$ cat config.mk
export PLATFORM = sky130hd
export DESIGN_NAME = ep_irq_ctrl
export DESIGN_NICKNAME = d
export VERILOG_FILES = /design/src/rtl/uic_pkg.sv /design/src/rtl/uic_flag_bank.sv /design/src/rtl/uic_index_reg.sv /design/src/rtl/uic_irq_fsm.sv /design/src/rtl/ep_irq_ctrl.sv
export SDC_FILE = /design/constraint.sdc
export NUM_CORES = 1
export LEC_CHECK = 0
export BUFFER_PORTS_ARGS = -buffer_cell sky130_fd_sc_hd__buf_2
export CAP_MARGIN = 20
export CORE_UTILIZATION = 57
export CTS_CLUSTER_SIZE = 12
export DETAILED_ROUTE_END_ITERATION = 8
export GPL_TIMING_DRIVEN = 0
export HOLD_SLACK_MARGIN = 0.02
export PLACE_DENSITY = 0.81
export SLEW_MARGIN = 20
export SYNTH_ARGS = -nofsm -noshare
export SYNTH_HDL_FRONTEND = slang
export SYNTH_HIERARCHICAL = 1
export SYNTH_SLANG_ARGS = --single-unit
$ cat constraint.sdc
create_clock -name clk -period 2.7 [get_ports clk]
set_input_delay 0.405 -clock clk [delete_from_list [all_inputs] [get_ports clk]]
set_output_delay 0.405 -clock clk [all_outputs]
set_load 0.01 [all_outputs]
$ cat src/rtl/uic_pkg.sv
package uic_pkg;
    localparam int REG_W  = 8;
    localparam int ADDR_W = 4;

    localparam logic [ADDR_W-1:0] A_TX_FLAG = 4'd0;
    localparam logic [ADDR_W-1:0] A_RX_FLAG = 4'd1;
    localparam logic [ADDR_W-1:0] A_BUS_FLAG = 4'd2;
    localparam logic [ADDR_W-1:0] A_TX_EN   = 4'd3;
    localparam logic [ADDR_W-1:0] A_RX_EN   = 4'd4;
    localparam logic [ADDR_W-1:0] A_BUS_EN  = 4'd5;
    localparam logic [ADDR_W-1:0] A_INDEX   = 4'd6;
    localparam logic [ADDR_W-1:0] A_BANK    = 4'd7;

    typedef enum logic {
        IRQ_QUIET  = 1'b0,
        IRQ_RAISED = 1'b1
    } irq_state_t;
endpackage

$ cat src/rtl/uic_flag_bank.sv
module uic_flag_bank #(
    parameter int          W    = 6,
    parameter logic [W-1:0] KEEP = '1
) (
    input  logic         clk,
    input  logic         rst_n,
    input  logic [W-1:0] set_i,
    input  logic         clr_i,
    output logic [W-1:0] flags_o
);
    logic [W-1:0] set_m;
    logic [W-1:0] flags_q;

    assign set_m = set_i & KEEP;

    generate
        for (genvar i = 0; i < W; i++) begin : g_bit
            always_ff @(posedge clk or negedge rst_n) begin
                if (!rst_n)
                    flags_q[i] <= 1'b0;
                else if (set_m[i])
                    flags_q[i] <= 1'b1;
                else if (clr_i)
                    flags_q[i] <= 1'b0;
            end
        end
    endgenerate

    assign flags_o = flags_q;

    AST_FLAG_SET: assert property (@(posedge clk) disable iff (!rst_n)
        (set_m != '0) |=> ((flags_o & $past(set_m)) == $past(set_m)));
    AST_FLAG_HOLD: assert property (@(posedge clk) disable iff (!rst_n)
        !clr_i |=> ((flags_o & $past(flags_o)) == $past(flags_o)));
    AST_FLAG_CLEAR: assert property (@(posedge clk) disable iff (!rst_n)
        (clr_i && set_m == '0) |=> (flags_o == '0));
endmodule

$ cat src/rtl/uic_index_reg.sv
module uic_index_reg #(
    parameter int NUM_EP = 6,
    parameter int DATA_W = 8,
    localparam int IDX_W = $clog2(NUM_EP)
) (
    input  logic              clk,
    input  logic              rst_n,
    input  logic              wr_i,
    input  logic [DATA_W-1:0] wdata_i,
    output logic [IDX_W-1:0]  idx_o
);
    localparam logic [DATA_W-1:0] MAX_IDX = DATA_W'(NUM_EP - 1);

    logic accept;
    assign accept = wr_i && (wdata_i <= MAX_IDX);

    always_ff @(posedge clk or negedge rst_n) begin
        if (!rst_n)
            idx_o <= '0;
        else if (accept)
            idx_o <= wdata_i[IDX_W-1:0];
    end

    AST_IDX_RANGE: assert property (@(posedge clk) disable iff (!rst_n)
        (DATA_W'(idx_o) <= MAX_IDX));
    AST_IDX_IGNORE: assert property (@(posedge clk) disable iff (!rst_n)
        (wr_i && wdata_i > MAX_IDX) |=> $stable(idx_o));
endmodule

$ cat src/rtl/uic_irq_fsm.sv
module uic_irq_fsm
    import uic_pkg::*;
(
    input  logic clk,
    input  logic rst_n,
    input  logic pending_i,
    output logic irq_o
);
    irq_state_t state_q, state_d;

    always_ff @(posedge clk or negedge rst_n) begin
        if (!rst_n) state_q <= IRQ_QUIET;
        else        state_q <= state_d;
    end

    always_comb begin
        state_d = state_q;
        irq_o   = 1'b0;
        unique case (state_q)
            IRQ_QUIET: begin
                irq_o = 1'b0;
                if (pending_i) state_d = IRQ_RAISED;
            end
            IRQ_RAISED: begin
                irq_o = 1'b1;
                if (!pending_i) state_d = IRQ_QUIET;
            end
            default: state_d = IRQ_QUIET;
        endcase
    end

    AST_IRQ_RISE: assert property (@(posedge clk) disable iff (!rst_n)
        pending_i |=> irq_o);
    AST_IRQ_FALL: assert property (@(posedge clk) disable iff (!rst_n)
        !pending_i |=> !irq_o);
endmodule

$ cat src/rtl/ep_irq_ctrl.sv
module ep_irq_ctrl
    import uic_pkg::*;
#(
    parameter int NUM_EP   = 6,
    parameter int NUM_BEVT = 8
) (
    input  logic                clk,
    input  logic                rst_n,
    input  logic [ADDR_W-1:0]   bus_addr,
    input  logic                bus_wr,
    input  logic                bus_rd,
    input  logic [REG_W-1:0]    bus_wdata,
    output logic [REG_W-1:0]    bus_rdata,
    input  logic [NUM_EP-1:0]   tx_evt,
    input  logic [NUM_EP-1:0]   rx_evt,
    input  logic [NUM_BEVT-1:0] bus_evt,
    output logic                irq
);
    localparam int IDX_W = $clog2(NUM_EP);
    localparam int EP_PAD = REG_W - NUM_EP;
    localparam int BEV_PAD = REG_W - NUM_BEVT;
    localparam logic [NUM_EP-1:0] RX_KEEP = {{(NUM_EP-1){1'b1}}, 1'b0};
    localparam logic [NUM_EP-1:0] TX_EN_RST = NUM_EP'(1);

    logic [NUM_EP-1:0]   tx_flags, rx_flags;
    logic [NUM_BEVT-1:0] bus_flags;
    logic [NUM_EP-1:0]   tx_en_q, rx_en_q;
    logic [NUM_BEVT-1:0] bus_en_q;
    logic [IDX_W-1:0]    idx;
    logic [REG_W-1:0]    rd_mux, rdata_q;
    logic                clr_tx, clr_rx, clr_bus, pending;
    logic                wr_tx_en, wr_rx_en, wr_bus_en, wr_idx, wr_bank;

    assign clr_tx    = bus_rd && (bus_addr == A_TX_FLAG);
    assign clr_rx    = bus_rd && (bus_addr == A_RX_FLAG);
    assign clr_bus   = bus_rd && (bus_addr == A_BUS_FLAG);
    assign wr_tx_en  = bus_wr && (bus_addr == A_TX_EN);
    assign wr_rx_en  = bus_wr && (bus_addr == A_RX_EN);
    assign wr_bus_en = bus_wr && (bus_addr == A_BUS_EN);
    assign wr_idx    = bus_wr && (bus_addr == A_INDEX);
    assign wr_bank   = bus_wr && (bus_addr == A_BANK);

    uic_flag_bank #(.W(NUM_EP), .KEEP('1)) u_tx_flags (
        .clk(clk), .rst_n(rst_n), .set_i(tx_evt), .clr_i(clr_tx), .flags_o(tx_flags));

    uic_flag_bank #(.W(NUM_EP), .KEEP(RX_KEEP)) u_rx_flags (
        .clk(clk), .rst_n(rst_n), .set_i(rx_evt), .clr_i(clr_rx), .flags_o(rx_flags));

    uic_flag_bank #(.W(NUM_BEVT), .KEEP('1)) u_bus_flags (
        .clk(clk), .rst_n(rst_n), .set_i(bus_evt), .clr_i(clr_bus), .flags_o(bus_flags));

    uic_index_reg #(.NUM_EP(NUM_EP), .DATA_W(REG_W)) u_index (
        .clk(clk), .rst_n(rst_n), .wr_i(wr_idx), .wdata_i(bus_wdata), .idx_o(idx));

    always_ff @(posedge clk or negedge rst_n) begin
        if (!rst_n) begin
            tx_en_q  <= TX_EN_RST;
            rx_en_q  <= '0;
            bus_en_q <= '0;
        end else begin
            if (wr_tx_en)  tx_en_q  <= bus_wdata[NUM_EP-1:0];
            if (wr_rx_en)  rx_en_q  <= bus_wdata[NUM_EP-1:0] & RX_KEEP;
            if (wr_bus_en) bus_en_q <= bus_wdata[NUM_BEVT-1:0];
            if (wr_bank) begin
                tx_en_q[idx] <= bus_wdata[2];
                rx_en_q[idx] <= bus_wdata[3] & RX_KEEP[idx];
            end
        end
    end

    always_comb begin
        rd_mux = '0;
        unique case (bus_addr)
            A_TX_FLAG:  rd_mux = {{EP_PAD{1'b0}}, tx_flags};
            A_RX_FLAG:  rd_mux = {{EP_PAD{1'b0}}, rx_flags};
            A_BUS_FLAG: rd_mux = {{BEV_PAD{1'b0}}, bus_flags};
            A_TX_EN:    rd_mux = {{EP_PAD{1'b0}}, tx_en_q};
            A_RX_EN:    rd_mux = {{EP_PAD{1'b0}}, rx_en_q};
            A_BUS_EN:   rd_mux = {{BEV_PAD{1'b0}}, bus_en_q};
            A_INDEX:    rd_mux = {{(REG_W-IDX_W){1'b0}}, idx};
            A_BANK:     rd_mux = {4'b0000, rx_en_q[idx], tx_en_q[idx],
                                  rx_flags[idx], tx_flags[idx]};
            default:    rd_mux = '0;
        endcase
    end

    always_ff @(posedge clk or negedge rst_n) begin
        if (!rst_n)      rdata_q <= '0;
        else if (bus_rd) rdata_q <= rd_mux;
    end

    assign bus_rdata = rdata_q;
    assign pending = |(tx_flags & tx_en_q) | |(rx_flags & rx_en_q) | |(bus_flags & bus_en_q);

    uic_irq_fsm u_irq (.clk(clk), .rst_n(rst_n), .pending_i(pending), .irq_o(irq));

    AST_RX_EN0_LOW: assert property (@(posedge clk) disable iff (!rst_n)
        (wr_rx_en || wr_bank) |=> !rx_en_q[0]);
    AST_RDATA_HOLD: assert property (@(posedge clk) disable iff (!rst_n)
        !bus_rd |=> $stable(bus_rdata));
    AST_BANK_NOCLR: assert property (@(posedge clk) disable iff (!rst_n)
        (bus_rd && bus_addr == A_BANK) |=>
        ((tx_flags & $past(tx_flags)) == $past(tx_flags)));
endmodule

# Word-level counts from Yosys, hierarchy flattened
# Memory sizes are Yosys's and may differ from the RTL's.
# Index checks and enable logic that the tools add are counted.
# W data, S select, Z words.
[totals]
regBits = 51
romBits = 8
output_inout_bits = 9
memories = 1
[op_classes]
order_cmp = 3
n_eq_ne = 7
mux = 42
bitwise = 7
reduce_logical = 33
[mem_list]
columns = ["memory", "depth", "word_bits", "rd", "rd_clocked_by_memory_dff", "wr", "line", "source"]
rows = [
  ["(no name shown)", 8, 1, 1, 0, 0, "ep_irq_ctrl.sv:66", "rx_en_q[idx] <= bus_wdata[3] & RX_KEEP[idx];"],
]
[ops]
columns = ["operator", "n"]
rows = [
  ["$pmux W8 S8", 1],
  ["$reduce_bool A2 Y1", 19],
  ["$mux W1", 29],
  ["$mux W6", 4],
  ["$eq A4 B3 Y1 const B", 4],
  ["$and A6 B6 Y6", 2],
  ["$bmux W1 S3", 4],
  ["$bwmux W6", 2],
  ["$reduce_or A6 Y1", 2],
  ["$logic_and A1 B1 Y1", 10],
  ["$and A8 B8 Y8", 1],
  ["$eq A4 B2 Y1 const B", 2],
  ["$le A8 B3 Y1 const B", 1],
  ["$reduce_or A8 Y1", 1],
  ["$eq A4 B1 Y1 const B", 1],
  ["$logic_not A4 Y1", 1],
  ["$lt A3 B4 Y1 const B", 1],
  ["$demux W1 S3", 1],
  ["$ge A3 B1 Y1 const B", 1],
  ["$or A1 B1 Y1", 2],
  ["$pmux W1 S2", 1],
  ["$and A1 B1 Y1", 1],
  ["$not A1 Y1", 1],
]

# Depth between registers and ports, before layout
[depth]
word_depth = 6
mapped_depth = 6
depth_no_buf = 5

# By module
# Netlist, hierarchy kept.
[by_module_without_submodules]
columns = ["module", "instances", "cells_per_inst", "area_per_inst_um2"]
rows = [
  ["ep_irq_ctrl", 1, 199, 1999.4],
  ["uic_flag_bank at u_bus_flags", 1, 17, 264.0],
  ["uic_flag_bank at u_tx_flags", 1, 13, 198.9],
  ["uic_flag_bank at u_rx_flags", 1, 13, 177.7],
  ["uic_index_reg", 1, 9, 133.9],
  ["uic_irq_fsm", 1, 1, 25.0],
]

# Worst setup path before layout
# OpenSTA, ideal clock, no wires.
[synth_timing]
path_kind = "reg2reg"
startpoint = "reg u_index.idx_o[0]"
endpoint = "reg tx_en_q[2]"
setup_ns = 0.127
arrival_time_ns = 1.415
t_required_ns = 2.573
path_slack_ns = 1.157
stages_incl_launch_ff = 5
n_path_buf = 1
period_less_slack_ns = 1.543
path_cell_list = "dfrtp_1 buf_6 or3_4 o21ai_2 mux2_1"
[synth_between]
elab_chain_len = 6
word_cells_on_any_way = 7
classes_between = "2 x order compare; 4 x mux; 1 x reduce/logical"
[synth_rtl]
columns = ["item", "line", "source"]
rows = [
  ["from (decl)", "uic_index_reg.sv:10", "output logic [IDX_W-1:0] idx_o"],
  ["from (signal assigned)", "uic_index_reg.sv:21", "idx_o <= wdata_i[IDX_W-1:0];"],
  ["$lt A3 B4 Y1 (not written as such) / $ge A3 B1 Y1 (equally long branches)", "ep_irq_ctrl.sv:65", "tx_en_q[idx] <= bus_wdata[2];"],
  ["$logic_and A1 B1 Y1 (not written as such)", "ep_irq_ctrl.sv:65", ""],
  ["$mux W1 (not written as such)", "ep_irq_ctrl.sv:65", ""],
  ["$demux W1 S3 *", "ep_irq_ctrl.sv:65", ""],
  ["$bwmux W6 *", "ep_irq_ctrl.sv:65", ""],
  ["$mux W6 *", "ep_irq_ctrl.sv:64", "if (wr_bank) begin"],
  ["to (signal assigned)", "ep_irq_ctrl.sv:61", "if (wr_tx_en) tx_en_q <= bus_wdata[NUM_EP-1:0];"],
  ["to (signal, indexed assignment)", "ep_irq_ctrl.sv:65", ""],
  ["to (decl)", "ep_irq_ctrl.sv:27", "logic [NUM_EP-1:0] tx_en_q, rx_en_q;"],
]
# Mark *: on every way between the ends. The rest lies on a longest branch, timed or not.
# A chain may end at the register's enable or synchronous reset.

# Final worst setup path
[layout_timing]
startpoint = "reg u_index.idx_o[0]"
endpoint = "reg rdata_q[1], in the netlist bus_rdata[1]"
[layout_between]
elab_chain_len = 3
[layout_rtl]
columns = ["item", "line", "source"]
rows = [
  ["$bmux W1 S3", "ep_irq_ctrl.sv:82", "rx_flags[idx], tx_flags[idx]};"],
  ["$mux W1 (not written as such)", "ep_irq_ctrl.sv:82", ""],
  ["$pmux W8 S8", "ep_irq_ctrl.sv:73", "unique case (bus_addr)"],
  ["to (signal assigned)", "ep_irq_ctrl.sv:89", "else if (bus_rd) rdata_q <= rd_mux;"],
  ["to (decl)", "ep_irq_ctrl.sv:30", "logic [REG_W-1:0] rd_mux, rdata_q;"],
]
# Every way passes these cells. The select of a mux whose other input is x is not followed.

==> results.md <==
- RR Startpoint: u_index/idx_o[0]
- Number of max-cap violations: 0
- Clock Skews: 0.008300 ns
- Hold WC Path Type: in -> async
- Sequential element share of the synthesized area: 45.64%
- Clock Latency Late Sink: 0.31 ns
- Flop pwr share: 52.0%
- Max transition margin: 58.25%
- Psw: 0.5215 mW
- Initial Util: 59.26%
- Final Cycle Share: 62.40%
- Syn avg cell area: 11.11 µm²
- Reg2reg path depth: 6
- Synth unique cells: 50
- Fin. Hold Viols: 0
- Post-synth ARST share: 100.0%
- Final non-filler cell total: 370
- Switching Share: 28.46%
- Crit path required time: 2.91 ns
- P_int: 1.311 mW
- Most used DFF post-synth: dfrtp_1
- Routed wire length: 6784 µm
- Largest net degree at the start of global routing: 52
- Tightest Pin Transition: 0.6263 ns
- Setup CP Type: reg -> reg
- DRC: 0
- CP startpoint kind: flop
- Clk pin slew, worst setup/hold paths: 0.10 ns
- PD cells: 569.6 nW/µm²
- Core area: 4723 µm²
- Synthesis-to-finish area growth: 14.93%
- Final setup vio count: 0
- Die ar.: 5195 µm²
- Reg2Reg Setup Slack: 1.02 ns
- Yosys reg bits: 51
- Clock sink count: 51
- First DRT Iteration DRCs: 277
- Cell area after synthesis: 2799 µm²
- Fmax: 0.5936 GHz
- Crit-path max FO: 10
- Cts bufs inserted: 5
- Antenna cells: 0
- Part of the power in the clock network: 29.6%
- I/O pins: 45
- CTS Hold Bufs: 0
- Global-route wire length before repair: 11160 µm
- Outcome: complete, no violations
- Kind of end point of the critical path: flop
- Die Wd: 72.08 µm
- Number of synthesized flops with an enable pin: 0
- Initial antenna violation count: 0
- Mapped Cells: 252
- # resized after CTS: 0
- Share of layout cells above drive strength 1: 31.02%
- Core Rows: 25
- Final net count: 338
- RSZ-0062 raised after global routing: no
- Setup TNS: 0 ns
- Peak supply drop: 0.0003170 V
- DR WL/cell: 18.34 µm
- Static leakage: 1.393 nW
- Worst R2R End: bus_rdata[1]
- Remaining antenna violation count after routing: 0
- Worst Path Arrival: 1.89 ns
- Vias in the first global route: 2187
- Ys Warns: 6
- Total GRT Usage: 28.99%
- WHS: 0.09288 ns
- Final core occ: 68.11%
- PortBufs: 43
- Drt via density: 6.243
- TritonCTS clock tree: built
- Setup Buffers After CTS: 0
- Fin. max-slew vios: 0
- Routability cong.: 0.9749
- Syn Nets: 288
- Die Ht: 72.08 µm
- Htree depth: 2
- CTS Root Cell: clkbuf_8
- Minimum clock period: 1.685 ns
- Logic pwr share: 18.4%
- Hpwl dp: 5145 µm
- Drt pass-1 iters: 4
- Global route overflow: 0
- Vias post-DR: 2310
- Cell count after placement: 362
- Clock buffer depth: 2
-- cell families after synthesis --
group                  count (synthesis)  share of synthesized area, %
and+or+nand+nor                       66                         13.68
buffers and inverters                 21                         3.755
muxes                                 40                         18.86
other                                  1                        0.1340
DFF                                   51                         45.64
AOI/OAI and AO/OA                     73                         17.93
-- worst max-delay path, cell delays in order, from the launching register on --
cell and delay [ns]:
dfrtp_1 0.47, buf_6 0.21, mux4_2 0.50, inv_1 0.06, o22ai_1 0.10, a21oi_1 0.17, o21ai_1 0.07
-- state kept, by name (all words and copies together) (netlist names) --
signal and cells:
bus_en_q 8, bus_rdata 8, u_bus_flags/flags_o 8, rx_en_q 6, tx_en_q 6, u_tx_flags/flags_o 6, u_rx_flags/flags_o 5, u_index/idx_o 3
u_irq/state_q 1
-- power by group through the flow --
stage	registers, mW	clock network, mW	logic (mW)
finish	0.953	0.543	0.337
global placement	0.959	0	0.323
detailed placement	0.963	0	0.332
floorplan	0.924	0	0.225
CTS	0.948	0.554	0.334
global route	0.960	0.583	0.370
-- metrics by stage --
step | power (mW) | cell area [µm²] | setup slack (ns)
floorplan | 1.148 | 2799 | 1.157
global placement | 1.282 | 3098 | 0.9152
detailed placement | 1.296 | 3098 | 0.9066
CTS | 1.836 | 3214 | 1.018
global route | 1.913 | 3217 | 0.9255
finish | 1.832 | 3217 | 1.015
-- cell usage in the layout (no fill, tap or decap), drive strengths merged, types with 4 or more instances in the layout --
cell type  instances
mux2              16
clkbuf             8
a21oi              7
a221oi             4
mux4               8
a31oi              4
o22ai              6
nor2              18
nand2b             7
o21ai             16
inv               12
nand3b             4
a21o              20
nand2             15
dfrtp             50
mux2i             16
buf               50
nor2b              5
a22o               5
-- synth_stat cells, drive strengths merged, types with 2 or more instances --
library cell	instances	share of area (%)
a21o	20	5.4
a21oi	7	1.3
a221oi	4	1.3
a22o	5	1.6
a22oi	3	0.80
a31oi	4	0.89
a32oi	3	0.94
and2b	2	0.54
and3	2	0.45
buf	7	1.9
clkbuf	3	0.40
dfrtp	50	45
inv	11	1.5
mux2	16	6.4
mux2i	16	5.7
mux4	8	6.7
nand2	15	2.0
nand2b	7	1.6
nand3	3	0.89
nand3b	4	1.5
nor2	18	2.6
nor2b	5	1.1
nor3	3	0.72
o21ai	16	3.0
o22ai	6	1.3
-- worst max-delay path by stage --
| stage | start | endpoint | slack, ns | cells after the start |
|---|---|---|---|---|
| after detailed placement | bus_addr[3] | tx_en_q[2] | 0.91 | 5 |
| after global routing | u_index/idx_o[0] | bus_rdata[1] | 0.93 | 6 |
| final | u_index/idx_o[0] | bus_rdata[1] | 1.02 | 6 |
| after CTS | u_index/idx_o[0] | bus_rdata[1] | 1.02 | 6 |
| after floorplan | u_index/idx_o[0] | tx_en_q[2] | 1.16 | 4 |
| after global placement | bus_addr[0] | bus_rdata[3] | 0.92 | 5 |
-- per-layer routing --
metal | share of wire (%) | GRT usage [%] | vias up
met3 | 8.5 | 8.056 | 21
li1 | - | - | 1042
met4 | 3.0 | 13.29 | 0
met1 | 41 | 38.10 | 1117
met2 | 47 | 44.96 | 130
met5 | 0 | 0 | -
-- layout make-up --
type	count	area, µm²
fillers	381	1506
multi-input cells	180	1416
flip-flops and latches	51	1277
repair buffers	43	217.7
well taps	67	83.83
clock buffers	5	68.82
plain buffers	10	63.81
clock inverters	3	47.55
inverters	11	41.29
No activity file was read; power rests on OpenSTA's default activity.
